--- src/rtl/dtm_pkg.sv ---
package dtm_pkg;

  localparam int PSC_W = 8;

  typedef struct packed {
    logic       en;
    logic       per;
    logic [1:0] psc;
  } tmr_ctrl_t;

  typedef enum logic [1:0] {
    REG_LOAD = 2'd0,
    REG_CNT  = 2'd1,
    REG_CTRL = 2'd2,
    REG_CLR  = 2'd3
  } reg_sel_t;

  // last phase value before a tick, per divider code
  function automatic logic [PSC_W-1:0] psc_limit(input logic [1:0] code);
    case (code)
      2'd0:    psc_limit = PSC_W'(0);
      2'd1:    psc_limit = PSC_W'(15);
      default: psc_limit = PSC_W'(255);
    endcase
  endfunction

endpackage

--- src/rtl/dtm_reset_sync.sv ---
module dtm_reset_sync (
  input  logic clk,
  input  logic rst_n,
  output logic rst_core_n
);
  logic [1:0] sync_q;

  always_ff @(posedge clk or negedge rst_n) begin
    if (!rst_n) sync_q <= 2'b00;
    else        sync_q <= {sync_q[0], 1'b1};
  end

  assign rst_core_n = sync_q[1];
endmodule

--- src/rtl/dtm_prescaler.sv ---
module dtm_prescaler
  import dtm_pkg::*;
(
  input  logic       clk,
  input  logic       rst_n,
  input  logic       run,
  input  logic       restart,
  input  logic [1:0] code,
  output logic       tick
);
  logic [PSC_W-1:0] phase_q, phase_d;
  logic [PSC_W-1:0] limit;

  always_comb begin
    limit = psc_limit(code);
    tick  = run && (phase_q == limit);
    if (restart || !run || tick) phase_d = '0;
    else                         phase_d = phase_q + PSC_W'(1);
  end

  always_ff @(posedge clk or negedge rst_n) begin
    if (!rst_n) phase_q <= '0;
    else        phase_q <= phase_d;
  end
endmodule

--- src/rtl/dtm_channel.sv ---
module dtm_channel
  import dtm_pkg::*;
#(
  parameter int CNT_W = 24
) (
  input  logic             clk,
  input  logic             rst_n,
  input  logic             wr_load,
  input  logic             wr_ctrl,
  input  logic             wr_clr,
  input  logic [CNT_W-1:0] ld_data,
  input  tmr_ctrl_t        ctrl_data,
  output logic [CNT_W-1:0] load_val,
  output logic [CNT_W-1:0] cnt_val,
  output tmr_ctrl_t        ctrl_val,
  output logic             irq
);
  logic [CNT_W-1:0] load_q, load_d;
  logic [CNT_W-1:0] cnt_q, cnt_d;
  tmr_ctrl_t        ctrl_q, ctrl_d;
  logic             run_q, run_d;
  logic             pend_q, pend_d;
  logic             expire;
  logic             tick;

  dtm_prescaler u_psc (
    .clk     (clk),
    .rst_n   (rst_n),
    .run     (run_q),
    .restart (wr_load | wr_ctrl),
    .code    (ctrl_q.psc),
    .tick    (tick)
  );

  always_comb begin
    load_d = load_q;
    cnt_d  = cnt_q;
    ctrl_d = ctrl_q;
    run_d  = run_q;
    expire = 1'b0;

    if (wr_load) begin
      load_d = ld_data;
      cnt_d  = ld_data;
    end else if (run_q && tick) begin
      if (cnt_q == CNT_W'(1)) begin
        expire = 1'b1;
        if (ctrl_q.per) begin
          cnt_d = load_q;
        end else begin
          cnt_d = '0;
          run_d = 1'b0;
        end
      end else if (cnt_q == '0) begin
        run_d = 1'b0;
      end else begin
        cnt_d = cnt_q - CNT_W'(1);
      end
    end

    if (wr_ctrl) begin
      ctrl_d = ctrl_data;
      run_d  = ctrl_data.en;
    end

    if (expire)      pend_d = 1'b1;
    else if (wr_clr) pend_d = 1'b0;
    else             pend_d = pend_q;
  end

  always_ff @(posedge clk or negedge rst_n) begin
    if (!rst_n) begin
      load_q <= '0;
      cnt_q  <= '0;
      ctrl_q <= '0;
      run_q  <= 1'b0;
      pend_q <= 1'b0;
    end else begin
      load_q <= load_d;
      cnt_q  <= cnt_d;
      ctrl_q <= ctrl_d;
      run_q  <= run_d;
      pend_q <= pend_d;
    end
  end

  assign load_val = load_q;
  assign cnt_val  = cnt_q;
  assign ctrl_val = ctrl_q;
  assign irq      = pend_q;
endmodule

--- src/rtl/dual_dtimer.sv ---
module dual_dtimer
  import dtm_pkg::*;
#(
  parameter  int N_TMR  = 2,
  parameter  int CNT_W  = 24,
  localparam int IDX_W  = (N_TMR > 1) ? $clog2(N_TMR) : 1,
  localparam int ADDR_W = 5 + IDX_W
) (
  input  logic              clk,
  input  logic              rst_n,
  input  logic              bus_sel,
  input  logic              bus_wr,
  input  logic [ADDR_W-1:0] bus_addr,
  input  logic [31:0]       bus_wdata,
  output logic [31:0]       bus_rdata,
  output logic [N_TMR-1:0]  irq
);
  logic                        rst_core_n;
  logic [IDX_W-1:0]            win;
  logic [2:0]                  off;
  reg_sel_t                    rsel;
  logic                        hit;
  logic                        acc_wr;
  tmr_ctrl_t                   ctrl_in;
  logic [N_TMR-1:0]            wr_load, wr_ctrl, wr_clr;
  logic [N_TMR-1:0][CNT_W-1:0] load_vec;
  logic [N_TMR-1:0][CNT_W-1:0] cnt_vec;
  tmr_ctrl_t [N_TMR-1:0]       ctrl_vec;
  logic                        unused_bits;

  dtm_reset_sync u_rst (
    .clk        (clk),
    .rst_n      (rst_n),
    .rst_core_n (rst_core_n)
  );

  always_comb begin
    win     = bus_addr[ADDR_W-1:5];
    off     = bus_addr[4:2];
    rsel    = reg_sel_t'(off[1:0]);
    hit     = !off[2] && ({1'b0, win} < (IDX_W+1)'(N_TMR));
    acc_wr  = bus_sel && bus_wr && hit;
    ctrl_in = '{en: bus_wdata[7], per: bus_wdata[6], psc: bus_wdata[3:2]};
  end

  assign unused_bits = ^{bus_wdata[31:CNT_W], bus_wdata[5:4], bus_wdata[1:0], bus_addr[1:0]};

  for (genvar i = 0; i < N_TMR; i++) begin : g_tmr
    always_comb begin
      wr_load[i] = acc_wr && (win == IDX_W'(i)) && (rsel == REG_LOAD);
      wr_ctrl[i] = acc_wr && (win == IDX_W'(i)) && (rsel == REG_CTRL);
      wr_clr[i]  = acc_wr && (win == IDX_W'(i)) && (rsel == REG_CLR);
    end

    dtm_channel #(.CNT_W(CNT_W)) u_ch (
      .clk       (clk),
      .rst_n     (rst_core_n),
      .wr_load   (wr_load[i]),
      .wr_ctrl   (wr_ctrl[i]),
      .wr_clr    (wr_clr[i]),
      .ld_data   (bus_wdata[CNT_W-1:0]),
      .ctrl_data (ctrl_in),
      .load_val  (load_vec[i]),
      .cnt_val   (cnt_vec[i]),
      .ctrl_val  (ctrl_vec[i]),
      .irq       (irq[i])
    );
  end

  always_comb begin
    bus_rdata = '0;
    if (bus_sel && !bus_wr && hit) begin
      case (rsel)
        REG_LOAD: bus_rdata = 32'(load_vec[win]);
        REG_CNT:  bus_rdata = 32'(cnt_vec[win]);
        REG_CTRL: bus_rdata = {24'b0, ctrl_vec[win].en, ctrl_vec[win].per,
                               2'b00, ctrl_vec[win].psc, 2'b00};
        default:  bus_rdata = '0;
      endcase
    end
  end
endmodule

--- config.mk ---
export PLATFORM = sky130hd
export DESIGN_NAME = dual_dtimer
export DESIGN_NICKNAME = d
export VERILOG_FILES = /design/src/rtl/dtm_pkg.sv /design/src/rtl/dtm_reset_sync.sv /design/src/rtl/dtm_prescaler.sv /design/src/rtl/dtm_channel.sv /design/src/rtl/dual_dtimer.sv
export SDC_FILE = /design/constraint.sdc
export NUM_CORES = 1
export LEC_CHECK = 0
export ABC_AREA = 1
export ABC_CLOCK_PERIOD_IN_PS = 5000
export BUFFER_PORTS_ARGS = -buffer_cell sky130_fd_sc_hd__buf_2
export CAP_MARGIN = 20
export CORE_MARGIN = 2
export CORE_UTILIZATION = 61
export DETAILED_ROUTE_END_ITERATION = 12
export MAX_ROUTING_LAYER = met4
export PLACE_DENSITY = 0.81
export SYNTH_ARGS = -nofsm -noshare
export SYNTH_HDL_FRONTEND = slang
export SYNTH_SLANG_ARGS = --single-unit
--- constraint.sdc ---
create_clock -name clk -period 5 [get_ports clk]
set_clock_uncertainty 0.1 [all_clocks]
set_input_delay 1 -clock clk [delete_from_list [all_inputs] [get_ports clk]]
set_output_delay 1 -clock clk [all_outputs]
set_load 0.01 [all_outputs]
==> flow_summary_export.csv, run 1 <==
group,metric,value,unit
timing,hold_viol,0,
cells_and_area,num_antenna_cells,0,
die,dieArea,14900,µm²
routing,wirelength,25600,µm
critical_path,path_class,"in2out",
run_status,outcome,"finished, final reports clean",
synthesis,yosys_most_used_dff,"dfrtp_1",
synthesis,yosysUniqueCellTypes,34,
timing,fin_ws,1.36,ns
cts,cts_buffers,17,
cells_and_area,drive_gt1_share,9.90,%
routing,drt_iter0_markers,1061,
synthesis,synth_area,8490,µm²
critical_path,end_kind,"output pin",
timing,fmax,275,MHz
grt,grt.overflow.total,0,
cells_and_area,final_common_cell,"nand2_1",
routing,drc,0,
critical_path,crit_fanout,20,
grt,grt_pass1_vias,7635,
critical_path,slowest_delay,0.44,ns
placement,hpwl,18400,µm
cells_and_area,fillers,1240,
critical_path,worstSetupStartpointType,"primary input",
timing,slew_headroom,43.5,%
grt,antenna_found_initial,0,
critical_path,critPathBufInv,3,
timing,maxSlewViolCount,0,
critical_path,cp.arrival,2.54,ns
cts,clk_pin_slew,0.06,ns
timing,worst_pin_slew,0.847,ns
timing,rsz0062_at_grt,"false",
cts,cts_resized,0,
cells_and_area,final_nets,1392,
cells_and_area,most-common-layout-cells,"403 x nand2_1, 186 x nor2_1, 140 x inv_1, 125 x dfrtp_1, 119 x nand3_1",
synthesis,yosysTopAreaCellShare,37.1,%
cts,clock_insertion_delay_worst_skew,0.43,ns
synthesis,async_flop_share,100,%
power,p_leak,4.95,nW
cts,ctsHtreeMaxLevel,4,
die,die_width,122,µm
placement,place_area,8780,µm²
placement,port-buffer-count,57,
timing,finalCritPeriodShare,72.8,%
synthesis,yosys.area.top_type,"dfrtp_1",
routing,dr.pass1.iters,6,
cells_and_area,fin_area,9400,µm²
critical_path,cpMaxStageDelayCell,"inv_1",
placement,pre_cts_ws,1.39,ns
worst_hold_path,hp-class,"reg2async",
cells_and_area,area_growth,10.7,%
critical_path,critPathRequiredTime,3.90,ns
die,initial_core_util,61.9,%
cts,clock_sinks,126,
cts,cts_setup_buffers,0,
synthesis,synth_edf_count,0,
synthesis,synth_top_cells_by_area,"dfrtp_1 37%, nand2_1 18%, nor2_1 8.2%, nand3_1 7.1%, inv_1 6.2%",
synthesis,ys_warn_count,0,
cts,clockRootBuffer,"clkbuf_16",
routing,ant_nets,0,
cts,cts_tree,"built",
cts,cts_hold_buffers,0,
die,core-area,13700,µm²
die,rows,43,
cts,cts_max_path_buffers,2,
job,drv_cap,0,
power,power_per_cell_area,481,nW/µm²
critical_path,path_cells,"buf_2, nor3_1, inv_1, a21oi_1, buf_2",
synthesis,syn_area_per_cell,6.50,µm²
placement,globalplace.congestion,1.00,
timing,setup_tns,0,ns
routing,routedWlPerCell,16.7,µm
timing,period_needed,3.64,ns
synthesis,yosysSeqAreaShare,37.1,%
timing,hold_ws,0.136,ns
grt,grt_usage,36.5,%
timing,finalSetupViolCount,0,
grt,grt_pass1_wl,40100,µm
critical_path,crit_family,"buffers and inverters",
die,io_pins,76,
routing,num_vias,8586,
synthesis,synth_seq_cells,126,
critical_path,cpMostUsedCell,"buf_2",
power,ir_drop,405,µV
routing,viasPerCell,5.60,
synthesis,synthCells,1307,
grt,grt_max_degree,79,
die,die_h,122,µm
[cells by family (layout without fill, tap and decap cells)]
family / count (synthesis) / in the layout / share of synthesized area (%)
other: 2 / 9 / 0.0884
XOR/XNOR: 20 / 20 / 2.06
flip-flops: 126 / 126 / 37.1
AND/OR/NAND/NOR: 777 / 777 / 38.8
AO/OA/AOI/OAI: 173 / 173 / 10.6
adder cells (fa/ha/maj): 8 / 8 / 1.18
buffers and inverters: 201 / 240 / 10.1
[worst register-to-register path: cells and delay by family (launching register included)]
family | cells | cell delay, ns
simple gates | 6 | 1.08
buf+inv | 2 | 0.61
flops | 1 | 0.44
fa+ha+maj | 1 | 0.21
[sequential cells by signal, summed over array words and instances (netlist names)]
signal / count
u_rst.sync_q: 2
g_tmr.u_ch.u_psc.phase_q: 16
g_tmr.u_ch.run_q: 2
g_tmr.u_ch.load_val: 48
g_tmr.u_ch.ctrl_val: 8
g_tmr.u_ch.irq: 2
g_tmr.u_ch.cnt_val: 48
[synth_stat cells (3+ instances only)]
master    count
buf_6         6
nor2_4        5
nand2_1     403
buf_2        17
buf_4        10
nor3_1        7
inv_2         5
or2_2         3
ha_1          8
inv_1       140
nand3_2       5
dfrtp_1     126
nand3_1     120
nor2_2        9
nand4_1      26
nand2_2       8
xnor2_1       3
clkbuf_1     22
xor2_1       17
nor2_1      186
o21ai_0      96
a21oi_1      65
o211ai_1      6
[worst paths after layout]
| check | start | to | slack [ns] | cells past startpoint |
|---|---|---|---|---|
| min in group clk | u_rst.sync_q[0] | u_rst.sync_q[1] | 0.26 | 0 |
| hold reg to reg | u_rst.sync_q[1] | g_tmr[0].u_ch.load_val[1] | 0.14 | 0 |
| max in group asynchronous | u_rst.sync_q[1] | g_tmr[1].u_ch.load_val[12] | 3.40 | 2 |
| setup reg to reg | g_tmr[0].u_ch.cnt_val[0] | g_tmr[0].u_ch.cnt_val[2] | 2.42 | 9 |
| hold / removal | u_rst.sync_q[1] | g_tmr[0].u_ch.load_val[1] | 0.14 | 0 |
| setup / recovery | bus_wr | bus_rdata[9] | 1.36 | 5 |
[power breakdown]
group | switching (W) | internal, W | leakage, nW | total, W
Clock | 0.000449 | 0.000827 | 0.299 | 0.00128
Sequential | 0.000311 | 0.00129 | 1.58 | 0.00160
Combinational | 0.00111 | 0.000546 | 3.07 | 0.00165
[routing by layer]
metal  up-vias  routed length, µm  global-route usage (%)
met3        62               2190                    6.46
met5         -                  0                       -
met1      3912              11300                    51.3
met2       403              11400                    53.8
li1       4209                  -                       -
met4         0                735                    11.5
[area by class of cell]
cell class	instances	area, µm²	share of cell area, %
clock buffers	23	488	5.19
clock inverters	7	110	1.17
well taps	180	225	2.40
flip-flops and latches	126	3160	33.6
multi-input cells	987	4520	48.0
inverters	146	549	5.84
repair buffers	64	358	3.81
[stage by stage]
stage / util (%) / cells / power [W]
6_report: 68.5 / 1533 / 0.00453
5_1_grt: 68.5 / 1533 / 0.00482
4_1_cts: 68.3 / 1532 / 0.00447
3_5_place_dp: 64.0 / 1502 / 0.00319
3_3_place_gp: 64.0 / 1502 / 0.00315
2_1_floorplan: - / 1314 / 0.00277
Note: power is estimated with default switching activity, not from simulation.
==> inputs of run 2 (changes only) <==
Settings changed: ABC_CLOCK_PERIOD_IN_PS 5000 to 3400.
Clock period 5 ns to 3.4 ns, I/O delays scaled along.
==> flow_summary_export.csv, run 2 (same netlist as run 1, synthesis figures left out) <==
group,metric,value,unit
placement,pre_cts_ws,0.639,ns
cells_and_area,fin_util,68.9,%
timing,maxSlewViolCount,0,
placement,place_area,8840,µm²
cts,cts_resized,0,
grt,grt_pass1_vias,7568,
grt,antenna_found_initial,0,
routing,drt_iter0_markers,1038,
cts,clk_pin_slew,0.06,ns
die,initial_core_util,61.9,%
cells_and_area,drive_gt1_share,10.7,%
power,ir_drop,471,µV
cts,clockRootBuffer,"clkbuf_16",
power,power_per_cell_area,700,nW/µm²
run_status,outcome,"finished, final reports clean",
cells_and_area,num_antenna_cells,0,
critical_path,path_class,"in2out",
worst_hold_path,hp-start,"u_rst.sync_q[0]",
cells_and_area,most-common-layout-cells,"403 x nand2_1, 186 x nor2_1, 140 x inv_1, 125 x dfrtp_1, 119 x nand3_1",
cts,cts_tree,"built",
die,core-area,13700,µm²
placement,port-buffer-count,57,
timing,worst_pin_slew,0.815,ns
cts,cts_max_path_buffers,2,
critical_path,cp.arrival,1.94,ns
routing,ant_nets,0,
cells_and_area,final_common_cell,"nand2_1",
timing,rsz0062_at_grt,"false",
timing,period_needed,2.72,ns
routing,viasPerCell,5.52,
grt,grt.overflow.total,0,
worst_hold_path,hp-class,"reg2reg",
cts,ctsHtreeMaxLevel,4,
cts,clock_insertion_delay_worst_skew,0.43,ns
timing,finalCritPeriodShare,80.1,%
job,drv_cap,0,
timing,fmax,367,MHz
timing,hold_viol,0,
timing,setup_tns,0,ns
critical_path,critical_path.startpoint,"bus_addr[3]",
placement,globalplace.congestion,0.975,
critical_path,timing.rr.start,"g_tmr[0].u_ch.cnt_val[1]",
cts,clock_sinks,126,
critical_path,crit_fanout,25,
die,die_width,122,µm
critical_path,critPathRequiredTime,2.62,ns
placement,hpwl,19000,µm
routing,routedWlPerCell,16.6,µm
power,total_power,0.00662,W
routing,num_vias,8527,
die,dieArea,14900,µm²
timing,fin_ws,0.678,ns
grt,grt_pass1_wl,39800,µm
routing,wirelength,25700,µm
die,rows,43,
cells_and_area,final_nets,1401,
timing,finalSetupViolCount,0,
die,die_h,122,µm
critical_path,worstSetupStartpointType,"primary input",
die,io_pins,76,
cts,cts_buffers,17,
timing,slew_headroom,45.7,%
cells_and_area,fin_area,9450,µm²
cells_and_area,area_growth,11.3,%
grt,grt_usage,36.3,%
grt,grt_max_degree,70,
routing,dr.pass1.iters,5,
power,p_leak,4.96,nW
critical_path,end_kind,"output pin",
routing,drc,0,
-- run 2: report_power, final --
group,total (W),leakage [nW],internal [W],switching [W]
sequential,0.00236,1.58,0.00189,0.000469
combinational,0.00243,3.10,0.000806,0.00162
clock,0.00183,0.273,0.00112,0.000713
-- run 2: worst max-delay path, stage by stage --
cell	delay, ns
buf_2	0.11
nor2_1	0.20
inv_2	0.23
a21oi_1	0.20
o21ai_0	0.11
a21oi_1	0.23
buf_2	0.17
-- run 2: through the flow --
step	hold slack, ns	instances
floorplan	0.231	1314
global placement	0.241	1511
detailed placement	0.245	1511
CTS	0.259	1544
global route	0.266	1544
finish	0.256	1544
-- run 2: layer usage --
metal  vias up  wire (µm)  GRT usage, %
met5         -          0             -
met3        41       1860          6.60
met1      3933      11700          51.6
li1       4230          -             -
met4         0        544          11.0
met2       323      11600          53.2
-- run 2: cell type report --
class,count,area (µm²)
clock inverters,13,141
multi-input cells,987,4520
repair buffers,73,408
inverters,146,549
fillers,1244,4270
flip-flops and latches,126,3160
clock buffers,19,453
well taps,180,225
-- run 2: what timing repair did --
item,in CTS,in global routing
buffers inserted,0,0
hold endpoints to repair,2,0
hold buffers,1,0
-- run 2: worst paths after layout --
| kind | endpoint | slack (ns) | cells after the start |
|---|---|---|---|
| worst max-delay path | bus_rdata[5] | 0.68 | 7 |
| worst max register to register | g_tmr[0].u_ch.cnt_val[21] | 0.88 | 11 |
| worst min-delay path | u_rst.sync_q[1] | 0.26 | 0 |
| max in group asynchronous | g_tmr[0].u_ch.load_val[18] | 2.03 | 1 |
| min in group asynchronous | g_tmr[0].u_ch.cnt_val[2] | 0.32 | 0 |
| worst min register to register | u_rst.sync_q[1] | 0.26 | 0 |
==> inputs of run 3 (changes only) <==
Settings changed: ABC_AREA 1 to 0, ABC_CLOCK_PERIOD_IN_PS 3400 to 2500, CORE_UTILIZATION 61 to 54, PLACE_DENSITY 0.81 to 0.77.
Clock period 3.4 ns to 2.5 ns, I/O delays scaled along.
==> flow_summary_export.csv, run 3 <==
group,metric,value,unit
cells_and_area,num_antenna_cells,0,
cts,cts_tree,"built",
cells_and_area,drive_gt1_share,25.0,%
die,initial_core_util,54.6,%
timing,fin_ws,0.0668,ns
cells_and_area,fillers,1116,
synthesis,synth_common_cells,"159 x nand2_1, 126 x dfrtp_1, 88 x nor2_1, 51 x o21ai_0, 40 x a21oi_1",
timing,hold_ws,0.188,ns
timing,setup_tns,0,ns
cells_and_area,fin_area,9740,µm²
timing,period_needed,2.43,ns
critical_path,crit_fanout,3,
placement,port-buffer-count,57,
critical_path,path_class,"reg2out",
timing,finalSetupViolCount,0,
critical_path,end_kind,"output pin",
cells_and_area,area_growth,24.1,%
cts,clk_pin_slew,0.06,ns
die,die_width,125,µm
cts,cts_buffers,17,
synthesis,async_flop_share,100,%
routing,drc,0,
routing,drt_iter0_markers,1187,
die,io_pins,76,
timing,fmax,411,MHz
grt,grt_max_degree,47,
grt,grt.overflow.total,0,
synthesis,yosys.area.top_type,"dfrtp_1",
cts,clock_sinks,126,
grt,antenna_found_initial,0,
synthesis,ys_warn_count,0,
cells_and_area,regArea,3160,µm²
synthesis,yosysUniqueCellTypes,75,
timing,finalCritPeriodShare,97.3,%
placement,globalplace.congestion,0.979,
routing,wirelength,24600,µm
die,dieArea,15500,µm²
run_status,outcome,"finished, final reports clean",
critical_path,critPathRequiredTime,1.90,ns
routing,dr.pass1.iters,6,
synthesis,yosysTopAreaCellShare,40.2,%
routing,viasPerCell,6.39,
die,rows,44,
timing,hold_viol,0,
routing,routedWlPerCell,19.8,µm
cts,ctsHtreeMaxLevel,4,
synthesis,synth_seq_cells,126,
cts,cts_max_path_buffers,2,
synthesis,synth_edf_count,0,
power,p_leak,4.40,nW
synthesis,syn_area_per_cell,8.66,µm²
synthesis,synth_most_common_cell,"nand2_1",
critical_path,worstSetupStartpointType,"register",
synthesis,synth_top_cells_by_area,"dfrtp_1 40%, nand2_1 7.6%, mux4_2 4.3%, nor2_1 4.2%, o21ai_0 3.3%",
cts,clockRootBuffer,"clkbuf_16",
worst_hold_path,hp-class,"reg2async",
power,ir_drop,612,µV
die,core-area,14400,µm²
timing,slew_headroom,57.9,%
power,power_per_cell_area,876,nW/µm²
cells_and_area,most-common-layout-cells,"157 x nand2_1, 125 x dfrtp_1, 110 x buf_4, 85 x nor2_1, 57 x buf_2",
cells_and_area,multi_input_area,4460,µm²
grt,grt_pass1_vias,7479,
job,drv_cap,0,
placement,place_area,9030,µm²
synthesis,yosys_most_used_dff,"dfrtp_1",
placement,pre_cts_ws,-0.148,ns
cells_and_area,final_common_cell,"nand2_1",
critical_path,cp.arrival,1.83,ns
synthesis,synthCells,906,
grt,grt_pass1_wl,39500,µm
routing,ant_nets,0,
routing,num_vias,7906,
cells_and_area,fin_util,67.8,%
grt,grt_usage,33.1,%
synthesis,yosysSeqAreaShare,40.2,%
timing,maxSlewViolCount,0,
placement,hpwl,18100,µm
cts,clock_insertion_delay_worst_skew,0.43,ns
timing,rsz0062_at_grt,"true",
synthesis,synth_area,7850,µm²
timing,worst_pin_slew,0.628,ns
die,die_h,125,µm
cells_and_area,final_nets,1091,
-- run 3: changes by cell type in the layout (fill, tap and decap cells not counted), sizes merged, moves of 20 or more --
cell,before,now
mux2i,0,20
nand2,413,159
buf,72,175
a21oi,65,41
o211ai,6,28
a31oi,0,20
nand3,125,26
nor3,7,28
o21ai,97,59
inv,145,23
nor2,201,88
-- run 3: worst max-delay path, stage by stage (launching register included) --
cell	delay, ns
dfrtp_1	0.41
buf_4	0.16
mux4_1	0.55
nor2b_1	0.16
buf_2	0.13
-- run 3: worst paths after layout --
path | slack (ns) | cells past startpoint | endpoint | start
setup / recovery | 0.07 | 4 | bus_rdata[12] | g_tmr[0].u_ch.cnt_val[12]
hold / removal | 0.19 | 0 | g_tmr[1].u_ch.u_psc.phase_q[1] | u_rst.sync_q[1]
setup reg to reg | 0.09 | 7 | g_tmr[0].u_ch.cnt_val[6] | g_tmr[0].u_ch.cnt_val[5]
hold reg to reg | 0.19 | 0 | g_tmr[1].u_ch.u_psc.phase_q[1] | u_rst.sync_q[1]
max in group asynchronous | 1.40 | 1 | g_tmr[1].u_ch.cnt_val[4] | u_rst.sync_q[1]
min in group clk | 0.23 | 3 | g_tmr[0].u_ch.load_val[20] | bus_wdata[20]
-- run 3: cell type report --
cell class,instances,area share [%]
clock buffer,18,4.51
tap,184,2.36
timing repair buffer,176,13.1
multi-input combinational,705,45.8
sequential,126,32.4
inverter,15,0.578
clock inverter,14,1.28
-- run 3: metrics by stage --
stage / total power (W) / instances
final: 0.00853 / 1238
after global routing: 0.00898 / 1238
after CTS: 0.00831 / 1235
after detailed placement: 0.00595 / 1202
after global placement: 0.00588 / 1202
after floorplan: 0.00463 / 913
-- run 3: logic make-up (layout without fill, tap and decap cells) --
| group | count (synthesis) | count (layout) | synth area share [%] |
|---|---|---|---|
| AND/OR/NAND/NOR | 405 | 405 | 25.0 |
| multiplexers | 42 | 42 | 8.05 |
| AO/OA/AOI/OAI | 223 | 223 | 18.6 |
| XOR/XNOR | 18 | 18 | 2.01 |
| flip-flops | 126 | 126 | 40.2 |
| buffers and inverters | 82 | 223 | 4.78 |
| other | 2 | 9 | 0.0957 |
| adder cells (fa/ha/maj) | 8 | 8 | 1.28 |
-- run 3: layer usage --
metal,wire length (µm),part of all wire [%],vias to the layer above,track usage [%]
li1,-,-,3566,-
met3,2390,9.7,110,5.97
met5,0,0,-,-
met1,9880,40,3728,45.0
met2,11200,46,502,49.4
met4,1040,4.3,0,13.7
-- run 3: what timing repair did --
action,in CTS,in global routing
setup endpoints to repair,12,21
hold endpoints to repair,2,0
resized for setup,1,21
hold buffers,1,0
setup buffers,0,3
gates cloned,0,0
pin swaps,0,5
-- run 3: power by group --
part / total, W / switching [W] / internal, W
combinational: 0.00316 / 0.00171 / 0.00145
clock: 0.00236 / 0.00103 / 0.00133
sequential: 0.00301 / 0.000521 / 0.00249
total: 0.00853 / 0.00327 / 0.00527
